===== src/rtl/spi_host_pkg.sv =====
package spi_host_pkg;
  localparam int unsigned DW    = 32;
  localparam int unsigned LEN_W = 4;
  localparam int unsigned PM_W  = 4;
  localparam int unsigned NB_W  = $clog2(DW) + 1;

  localparam int unsigned M_LOOP   = 30;
  localparam int unsigned M_CPOL   = 29;
  localparam int unsigned M_CPHA   = 28;
  localparam int unsigned M_DIV16  = 27;
  localparam int unsigned M_MSB    = 26;
  localparam int unsigned M_MASTER = 25;
  localparam int unsigned M_EN     = 24;
  localparam int unsigned M_LEN_LO = 20;
  localparam int unsigned M_PM_LO  = 16;
  localparam int unsigned M_ALT    = 14;

  localparam int unsigned E_RNE = 9;
  localparam int unsigned E_TNF = 8;

  localparam logic [DW-1:0] MODE_RST  = 32'h2E7F_0000;
  localparam logic [DW-1:0] MODE_IMPL = 32'h7FFF_4000;

  typedef struct packed {
    logic             loop;
    logic             cpol;
    logic             cpha;
    logic             div16;
    logic             msb;
    logic             master;
    logic             en;
    logic [LEN_W-1:0] len;
    logic [PM_W-1:0]  pm;
    logic             alt;
  } mode_t;

  function automatic mode_t decode_mode(logic [DW-1:0] r);
    mode_t m;
    m.loop   = r[M_LOOP];
    m.cpol   = r[M_CPOL];
    m.cpha   = r[M_CPHA];
    m.div16  = r[M_DIV16];
    m.msb    = r[M_MSB];
    m.master = r[M_MASTER];
    m.en     = r[M_EN];
    m.len    = r[M_LEN_LO +: LEN_W];
    m.pm     = r[M_PM_LO +: PM_W];
    m.alt    = r[M_ALT];
    return m;
  endfunction

  function automatic logic [NB_W-1:0] word_bits(logic [LEN_W-1:0] c);
    return (c == '0) ? NB_W'(DW) : NB_W'(c) + NB_W'(1);
  endfunction

  function automatic logic [4:0] tx_shift(mode_t m, logic [NB_W-1:0] n);
    if (!m.alt || !m.msb || n > NB_W'(16)) return 5'd0;
    return (n <= NB_W'(8)) ? 5'd24 : 5'd16;
  endfunction

  function automatic logic [4:0] rx_shift(mode_t m, logic [NB_W-1:0] n);
    if (!m.alt || n > NB_W'(16)) return 5'd0;
    if (m.msb) return 5'd16;
    return (n <= NB_W'(8)) ? 5'd8 : 5'd0;
  endfunction
endpackage


===== src/rtl/spi_host_prescaler.sv =====
module spi_host_prescaler #(
  parameter int unsigned PM_W    = 4,
  parameter int unsigned LO_HALF = 2,
  parameter int unsigned HI_HALF = 32
) (
  input  logic            clk_i,
  input  logic            rst_ni,
  input  logic            run_i,
  input  logic            div_hi_i,
  input  logic [PM_W-1:0] pm_i,
  output logic            tick_o
);
  localparam int unsigned MAX_HALF = HI_HALF * (2 ** PM_W);
  localparam int unsigned CW       = $clog2(MAX_HALF) + 1;

  logic [CW-1:0] cnt_q, half_len;

  assign half_len = (div_hi_i ? CW'(HI_HALF) : CW'(LO_HALF)) * (CW'(pm_i) + CW'(1));
  assign tick_o   = run_i && (cnt_q == half_len - CW'(1));

  always_ff @(posedge clk_i or negedge rst_ni) begin
    if (!rst_ni)                 cnt_q <= '0;
    else if (!run_i || tick_o)   cnt_q <= '0;
    else                         cnt_q <= cnt_q + CW'(1);
  end

  // half-period is at least two clocks
  assert_tick_spacing_R3: assert property (@(posedge clk_i) disable iff (!rst_ni)
    tick_o |=> !tick_o);
endmodule


===== src/rtl/spi_host_shifter.sv =====
module spi_host_shifter #(
  parameter int unsigned DW = 32
) (
  input  logic                     clk_i,
  input  logic                     rst_ni,
  input  logic                     start_i,
  input  logic                     abort_i,
  input  logic                     tick_i,
  input  logic                     cpol_i,
  input  logic                     cpha_i,
  input  logic                     msb_i,
  input  logic [$clog2(DW):0]      nbits_i,
  input  logic [DW-1:0]            tx_word_i,
  input  logic                     sdi_i,
  output logic                     busy_o,
  output logic                     done_o,
  output logic                     sck_o,
  output logic                     sdo_o,
  output logic [DW-1:0]            rx_word_o
);
  localparam int unsigned BW = $clog2(DW);
  localparam int unsigned NW = BW + 1;
  localparam int unsigned EW = NW + 1;

  logic          busy_q, sck_q;
  logic [EW-1:0] e_q, idx, sel_full;
  logic [DW-1:0] tx_q, rx_q, rx_next;
  logic [BW-1:0] bit_sel, idx_sel;
  logic          last_edge, sample;

  always_comb begin
    if (cpha_i) idx = (e_q == '0) ? '0 : ((e_q - EW'(1)) >> 1);
    else        idx = e_q >> 1;
    sel_full = msb_i ? (EW'(nbits_i) - EW'(1) - idx) : idx;
  end
  assign bit_sel   = sel_full[BW-1:0];
  assign idx_sel   = idx[BW-1:0];
  assign last_edge = (e_q == {nbits_i, 1'b0} - EW'(1));
  assign sample    = busy_q && tick_i && (e_q[0] == cpha_i);

  always_comb begin
    rx_next = rx_q;
    if (sample) begin
      if (msb_i) rx_next = {rx_q[DW-2:0], sdi_i};
      else       rx_next[idx_sel] = sdi_i;
    end
  end

  assign done_o    = busy_q && tick_i && last_edge && !abort_i;
  assign rx_word_o = rx_next;
  assign busy_o    = busy_q;
  assign sck_o     = sck_q;
  assign sdo_o     = busy_q & tx_q[bit_sel];

  always_ff @(posedge clk_i or negedge rst_ni) begin
    if (!rst_ni) begin
      busy_q <= 1'b0;
      e_q    <= '0;
      sck_q  <= 1'b1;
      tx_q   <= '0;
      rx_q   <= '0;
    end else if (abort_i) begin
      busy_q <= 1'b0;
      e_q    <= '0;
      sck_q  <= cpol_i;
    end else if (start_i && !busy_q) begin
      busy_q <= 1'b1;
      e_q    <= '0;
      sck_q  <= cpol_i;
      tx_q   <= tx_word_i;
      rx_q   <= '0;
    end else if (busy_q && tick_i) begin
      rx_q <= rx_next;
      if (last_edge) begin
        busy_q <= 1'b0;
        e_q    <= '0;
        sck_q  <= cpol_i;
      end else begin
        e_q   <= e_q + EW'(1);
        sck_q <= ~sck_q;
      end
    end else if (!busy_q) begin
      sck_q <= cpol_i;
    end
  end

  assert_edge_bound_R2: assert property (@(posedge clk_i) disable iff (!rst_ni)
    busy_q |-> (e_q < {nbits_i, 1'b0}));
  assert_idle_level_R3: assert property (@(posedge clk_i) disable iff (!rst_ni)
    (!busy_q && !start_i) |=> (sck_o == $past(cpol_i)));
  assert_abort_idle_R11: assert property (@(posedge clk_i) disable iff (!rst_ni)
    abort_i |=> (!busy_o && sck_o == $past(cpol_i)));
endmodule


===== src/rtl/spi_host_ctrl.sv =====
module spi_host_ctrl
  import spi_host_pkg::*;
#(
  parameter int unsigned AW     = 6,
  parameter int unsigned BASE   = 32,
  parameter int unsigned DIV_LO = 4,
  parameter int unsigned DIV_HI = 64
) (
  input  logic          clk_i,
  input  logic          rst_ni,
  input  logic          bus_req_i,
  input  logic          bus_we_i,
  input  logic [AW-1:0] bus_addr_i,
  input  logic [31:0]   bus_wdata_i,
  output logic [31:0]   bus_rdata_o,
  output logic          irq_o,
  output logic          sck_o,
  output logic          mosi_o,
  input  logic          miso_i
);
  localparam logic [AW-1:0] A_MODE = AW'(BASE);
  localparam logic [AW-1:0] A_EV   = AW'(BASE + 4);
  localparam logic [AW-1:0] A_MASK = AW'(BASE + 8);
  localparam logic [AW-1:0] A_CMD  = AW'(BASE + 12);
  localparam logic [AW-1:0] A_TX   = AW'(BASE + 16);
  localparam logic [AW-1:0] A_RX   = AW'(BASE + 20);
  localparam logic [DW-1:0] EV_BITS  = (DW'(1) << E_RNE) | (DW'(1) << E_TNF);
  localparam logic [DW-1:0] NOT_EN   = ~(DW'(1) << M_EN);

  logic [DW-1:0] mode_q, mask_q, cmd_q, txd_q, rxd_q, ev_vec;
  logic          rne_q, tnf_q, pend_q;
  logic          wr, tx_wr, ev_wr, run, start, busy, done, tick, abort_hit, sdi;
  logic [DW-1:0] tx_src, tx_word, rx_word;
  logic [NB_W-1:0] nbits;
  mode_t m;

  assign m      = decode_mode(mode_q);
  assign nbits  = word_bits(m.len);
  assign wr     = bus_req_i && bus_we_i;
  assign tx_wr  = wr && (bus_addr_i == A_TX);
  assign ev_wr  = wr && (bus_addr_i == A_EV);
  assign run    = m.en && m.master;
  assign start  = (tx_wr || pend_q) && run && !busy;
  assign tx_src = tx_wr ? bus_wdata_i : txd_q;
  assign tx_word = tx_src >> tx_shift(m, nbits);
  assign abort_hit = busy && !m.en;
  assign sdi    = m.loop ? mosi_o : miso_i;

  spi_host_prescaler #(
    .PM_W(PM_W), .LO_HALF(DIV_LO / 2), .HI_HALF(DIV_HI / 2)
  ) u_presc (
    .clk_i(clk_i), .rst_ni(rst_ni), .run_i(busy),
    .div_hi_i(m.div16), .pm_i(m.pm), .tick_o(tick)
  );

  spi_host_shifter #(.DW(DW)) u_shift (
    .clk_i(clk_i), .rst_ni(rst_ni), .start_i(start), .abort_i(!m.en),
    .tick_i(tick), .cpol_i(m.cpol), .cpha_i(m.cpha), .msb_i(m.msb),
    .nbits_i(nbits), .tx_word_i(tx_word), .sdi_i(sdi),
    .busy_o(busy), .done_o(done), .sck_o(sck_o), .sdo_o(mosi_o),
    .rx_word_o(rx_word)
  );

  always_ff @(posedge clk_i or negedge rst_ni) begin
    if (!rst_ni) begin
      mode_q <= MODE_RST;
      mask_q <= '0;
      cmd_q  <= '0;
      txd_q  <= '0;
      rxd_q  <= '0;
      pend_q <= 1'b0;
      rne_q  <= 1'b0;
      tnf_q  <= 1'b1;
    end else begin
      if (wr && bus_addr_i == A_MODE) begin
        if (m.en) mode_q[M_EN] <= bus_wdata_i[M_EN];
        else      mode_q       <= bus_wdata_i & MODE_IMPL;
      end
      if (wr && bus_addr_i == A_MASK) mask_q <= bus_wdata_i & EV_BITS;
      if (wr && bus_addr_i == A_CMD)  cmd_q  <= bus_wdata_i;
      if (tx_wr) txd_q <= bus_wdata_i;

      if (start)      pend_q <= 1'b0;
      else if (tx_wr) pend_q <= 1'b1;

      if (done) rxd_q <= rx_word << rx_shift(m, nbits);

      if (done)                        rne_q <= 1'b1;
      else if (ev_wr && bus_wdata_i[E_RNE]) rne_q <= 1'b0;

      if ((done || abort_hit) && !pend_q && !tx_wr) tnf_q <= 1'b1;
      else if (tx_wr || (ev_wr && bus_wdata_i[E_TNF])) tnf_q <= 1'b0;
    end
  end

  always_comb begin
    ev_vec        = '0;
    ev_vec[E_RNE] = rne_q;
    ev_vec[E_TNF] = tnf_q;
  end

  assign irq_o = |(ev_vec & mask_q);

  always_comb begin
    case (bus_addr_i)
      A_MODE:  bus_rdata_o = mode_q;
      A_EV:    bus_rdata_o = ev_vec;
      A_MASK:  bus_rdata_o = mask_q;
      A_CMD:   bus_rdata_o = cmd_q;
      A_TX:    bus_rdata_o = txd_q;
      A_RX:    bus_rdata_o = rxd_q;
      default: bus_rdata_o = '0;
    endcase
  end

  assert_busy_not_tnf_R7: assert property (@(posedge clk_i) disable iff (!rst_ni)
    busy |-> !tnf_q);
  assert_done_sets_rne_R7: assert property (@(posedge clk_i) disable iff (!rst_ni)
    done |=> rne_q);
  assert_fields_locked_R12: assert property (@(posedge clk_i) disable iff (!rst_ni)
    (wr && bus_addr_i == A_MODE && m.en) |=> ((mode_q & NOT_EN) == $past(mode_q & NOT_EN)));
  assert_disabled_idle_R13: assert property (@(posedge clk_i) disable iff (!rst_ni)
    !m.en |=> !busy);
endmodule


===== config.mk =====
export PLATFORM = sky130hd
export DESIGN_NAME = spi_host_ctrl
export DESIGN_NICKNAME = d
export VERILOG_FILES = /design/src/rtl/spi_host_pkg.sv /design/src/rtl/spi_host_prescaler.sv /design/src/rtl/spi_host_shifter.sv /design/src/rtl/spi_host_ctrl.sv
export SDC_FILE = /design/constraint.sdc
export NUM_CORES = 1
export LEC_CHECK = 0
export BUFFER_PORTS_ARGS = -buffer_cell sky130_fd_sc_hd__buf_2
export CAP_MARGIN = 20
export CORE_MARGIN = 1
export CORE_UTILIZATION = 52
export DETAILED_ROUTE_END_ITERATION = 8
export GPL_TIMING_DRIVEN = 0
export PLACE_DENSITY = 0.67
export SLEW_MARGIN = 20
export SYNTH_ARGS = -nofsm -noshare
export SYNTH_HDL_FRONTEND = slang
export SYNTH_SLANG_ARGS = --single-unit

===== constraint.sdc =====
create_clock -name clk_i -period 7.05 [get_ports clk_i]
set_clock_uncertainty 0.05 [all_clocks]
set_input_delay 1.41 -clock clk_i [delete_from_list [all_inputs] [get_ports clk_i]]
set_output_delay 1.41 -clock clk_i [all_outputs]
set_load 0.03 [all_outputs]

==> results.md <==
- Status: completed
- Synth Warn #: 0
- Arrival @ worst endpoint: 5.36 ns
- Setup CP Type: reg -> out
- CP Max Fanout: 10
- CP startpoint kind: flip-flop
- Hold Worst Slack: 0.434 ns
- Largest net degree at the start of global routing: 93
- Number of hold buffers added after CTS: 0
- Post-synth EDFFs: 0
- Final period util: 96.8%
- Syn Nets: 1403
- H-tree Lvls: 4
- Port Buffers: 76
- Core footprint: 22800 um2
- Layout cells sized above 1: 15.7%
- Critical Path, Cell by Cell: inv_1, ha_1, and4bb_4, mux2i_1, clkinv_1, ha_1, xor2_1, a21oi_1, mux2i_1, nor3_1, o41ai_4, inv_1, buf_2
- Worst-Margin Slew: 1.17 ns
- Inst Count DP: 1729
- Syn Std Cell Area: about 12000 um2
- Largest family of logic cells by synthesized area: compound AO/OA/AOI/OAI gates
- Placed inst area: 13000 um2
- Synth Area in Simple Gates: 16.8%
- Layout Cells excl Fill: about 1.8k
- Synth top area share: 38.4%
- Fin Setup TNS: 0 ns
- Pwr per Cell Area: 207 nW/um2
- Initial core utilization: a little over half
- GRT Total Usage: 37.1%
- CTS resizes: 0
- Hold Path Depth: 2
- Slew Limit Fails: 0
- Area growth syn-to-layout: 12.1%
- Top FF cell, synth: dfrtp_1
- Number of global-route vias before repair: 10.7k
- Min-Delay Path Class: reg -> reg
- Mean Syn Cell Area: a little over 9 um2
- Num CTS Buffers: 17
- Count leader, synth: nand2_1
- Initial DRC count: 1058
- Number of buffers inserted by post-CTS setup repair: 0
- F_max: 147 MHz
- Mapped Cells: 1337
- Via density: roughly 6.4
- Asr flop ratio synth: 100%
- Final Cell Area: 13600 um2
- Yosys top cell by area: dfrtp_1
- # setup viols final: 0
- Clock net sink count: 200
- Final Hold Fails: 0
- DRT antenna net count: 0
- Max-Cap Viols: 0
- Register area share after synthesis: 41.2%
- Netlist cell types: 87
- CTS tree: done
- Crit end category: primary output
- Die Width: 155 um
- Post-Synth Adder-Cell Area: between 2 and 2.5%
- R2R depth: 16
- Synthesized flop and latch total: 200
- Clk_lat worst skew: 0.46 ns
- Highest-delay cell along the critical path: o41ai_4
- Clock transition at path regs: 0.09 ns
- Wire per inst: 24.4 um
- Fin crit period: just under 7 ns
- RSZ-0062 raised after global routing: false
- CP max stage delay: 0.81 ns
- VDD IR max: 156 uV
- Total Routed Length: 42900 um
- Post-synthesis mux area share: a little under an eighth
- Compound-gate portion of the synthesized area: 21.1%
- First-pass GRT wire length: 65800 um
- Pleak: 5.98 nW
- Synthesized-area fraction occupied by xor and xnor cells: 2.73%
- Number of I/O pins: 78
- Initial DRT Pass Iterations: 6
- Dpl ws: 0.795 ns
- DIE HEIGHT: 155 um
- DP HPWL: between 30000 and 40000 um
- Setup ws final: 0.226 ns
- Antenna diode count: 0
- Req. time, crit path: 5.59 ns
- Full die area: approximately 24000 um2
- Max Root-Sink Buffers: 2
- GP Congestion: 1.04
- Slew HR: 21.7%
- Final #Nets: 1501
- Area contributors post-synth: dfrtp_1, mux2_2, nand2_1
- Row cnt: 55
- Initial antenna violation count: 1
- GRT overflow: 0
- CTS root buffer: clkbuf_16
- Synth cell count leaders: nand2_1, dfrtp_1, o21ai_0, nor2_1, mux2_2
- DRC viols: 0
- Via count: 11.2k
==> sequential cells by signal, indices dropped and copies added, names as in the netlist, 2 cells and up <==
signal / count
cmd_q: 32
u_shift.rx_q: 32
u_shift.e_q: 7
mode_q: 16
mask_q: 2
rxd_q: 32
u_presc.cnt_q: 10
u_shift.tx_q: 32
txd_q: 32
==> kinds of logic (layout without fill, tap and decap cells) <==
| group | Yosys count | in the layout |
|---|---|---|
| multiplexers | 118 | 118 |
| AO/OA/AOI/OAI | 385 | 385 |
| AND/OR/NAND/NOR | 448 | 448 |
| buffers and inverters | 125 | 236 |
| flip-flops | 200 | 200 |
| XOR/XNOR | 38 | 38 |
| adder cells (fa/ha/maj) | 23 | 23 |
==> final cells by class <==
cell class	instances	area, um2
Inverter	39	146
Timing Repair Buffer	79	450
Fill cell	2046	9130
Multi-Input combinational cell	1012	6660
Buffer	86	368
Clock buffer	17	425
Clock inverter	15	190
Sequential cell	200	5020
Tap cell	313	392
==> where the power goes <==
| part | total (mW) | internal [mW] | leakage [nW] | switching, mW |
|---|---|---|---|---|
| Clock | 1.03 | 0.489 | 0.298 | 0.542 |
| Sequential | 1.23 | 1.20 | 2.58 | 0.0356 |
| Combinational | 0.563 | 0.198 | 3.11 | 0.365 |
| Total | 2.83 | 1.89 | 5.98 | 0.942 |
==> layer usage <==
metal / track usage [%] / up-vias / wire length (um)
met5: 0 / - / 0
met4: 16.0 / 0 / 1720
met3: 6.69 / 78 / 3530
met2: 56.2 / 560 / 18900
met1: 52.0 / 5506 / 18800
li1: - / 5042 / -
==> final timing paths <==
path	from	endpoint	slack [ns]
max in group asynchronous	rst_ni	tnf_q	4.99
worst min-delay path	u_shift.tx_q[25]	u_shift.tx_q[25]	0.43
worst max register to register	u_shift.e_q[1]	rxd_q[9]	0.80
worst max-delay path	u_shift.e_q[1]	mosi_o	0.23
worst min register to register	u_shift.tx_q[25]	u_shift.tx_q[25]	0.43
min in group asynchronous	rst_ni	u_presc.cnt_q[7]	0.81
==> layout by cell type, fill, tap and decap left out, types with 21 or more instances in the layout <==
master	Yosys	routed
o31ai_1	21	21
a22o_1	23	23
dfrtp_1	187	187
a31oi_1	27	27
mux2i_1	39	39
o21ai_0	122	122
clkbuf_1	69	69
nor3_1	24	24
inv_1	38	38
xnor2_1	26	26
ha_1	22	22
nor2_1	103	103
buf_2	8	84
nand3_1	42	42
a21oi_1	56	56
nand2_1	191	191
mux2_2	71	71
==> metrics by stage <==
stage / power, mW / util (%)
after detailed placement: 1.81 / 57.2
final: 2.83 / 59.9
after CTS: 2.83 / 59.9
after floorplan: 1.62 / -
after global routing: 2.93 / 59.9
after global placement: 1.80 / 56.9
==> critical path, delay by kind of cell, from the launching register on <==
kind | cells | cell delay, ns
muxes | 2 | 1.00
adders and majority gates | 2 | 0.60
buffers and inverters | 4 | 0.84
and+or+nand+nor | 2 | 0.43
AOI/OAI and AO/OA | 2 | 1.41
DFF | 1 | 0.44
xor gates and xnor gates | 1 | 0.17
Note: power is estimated with default switching activity, not from simulation.
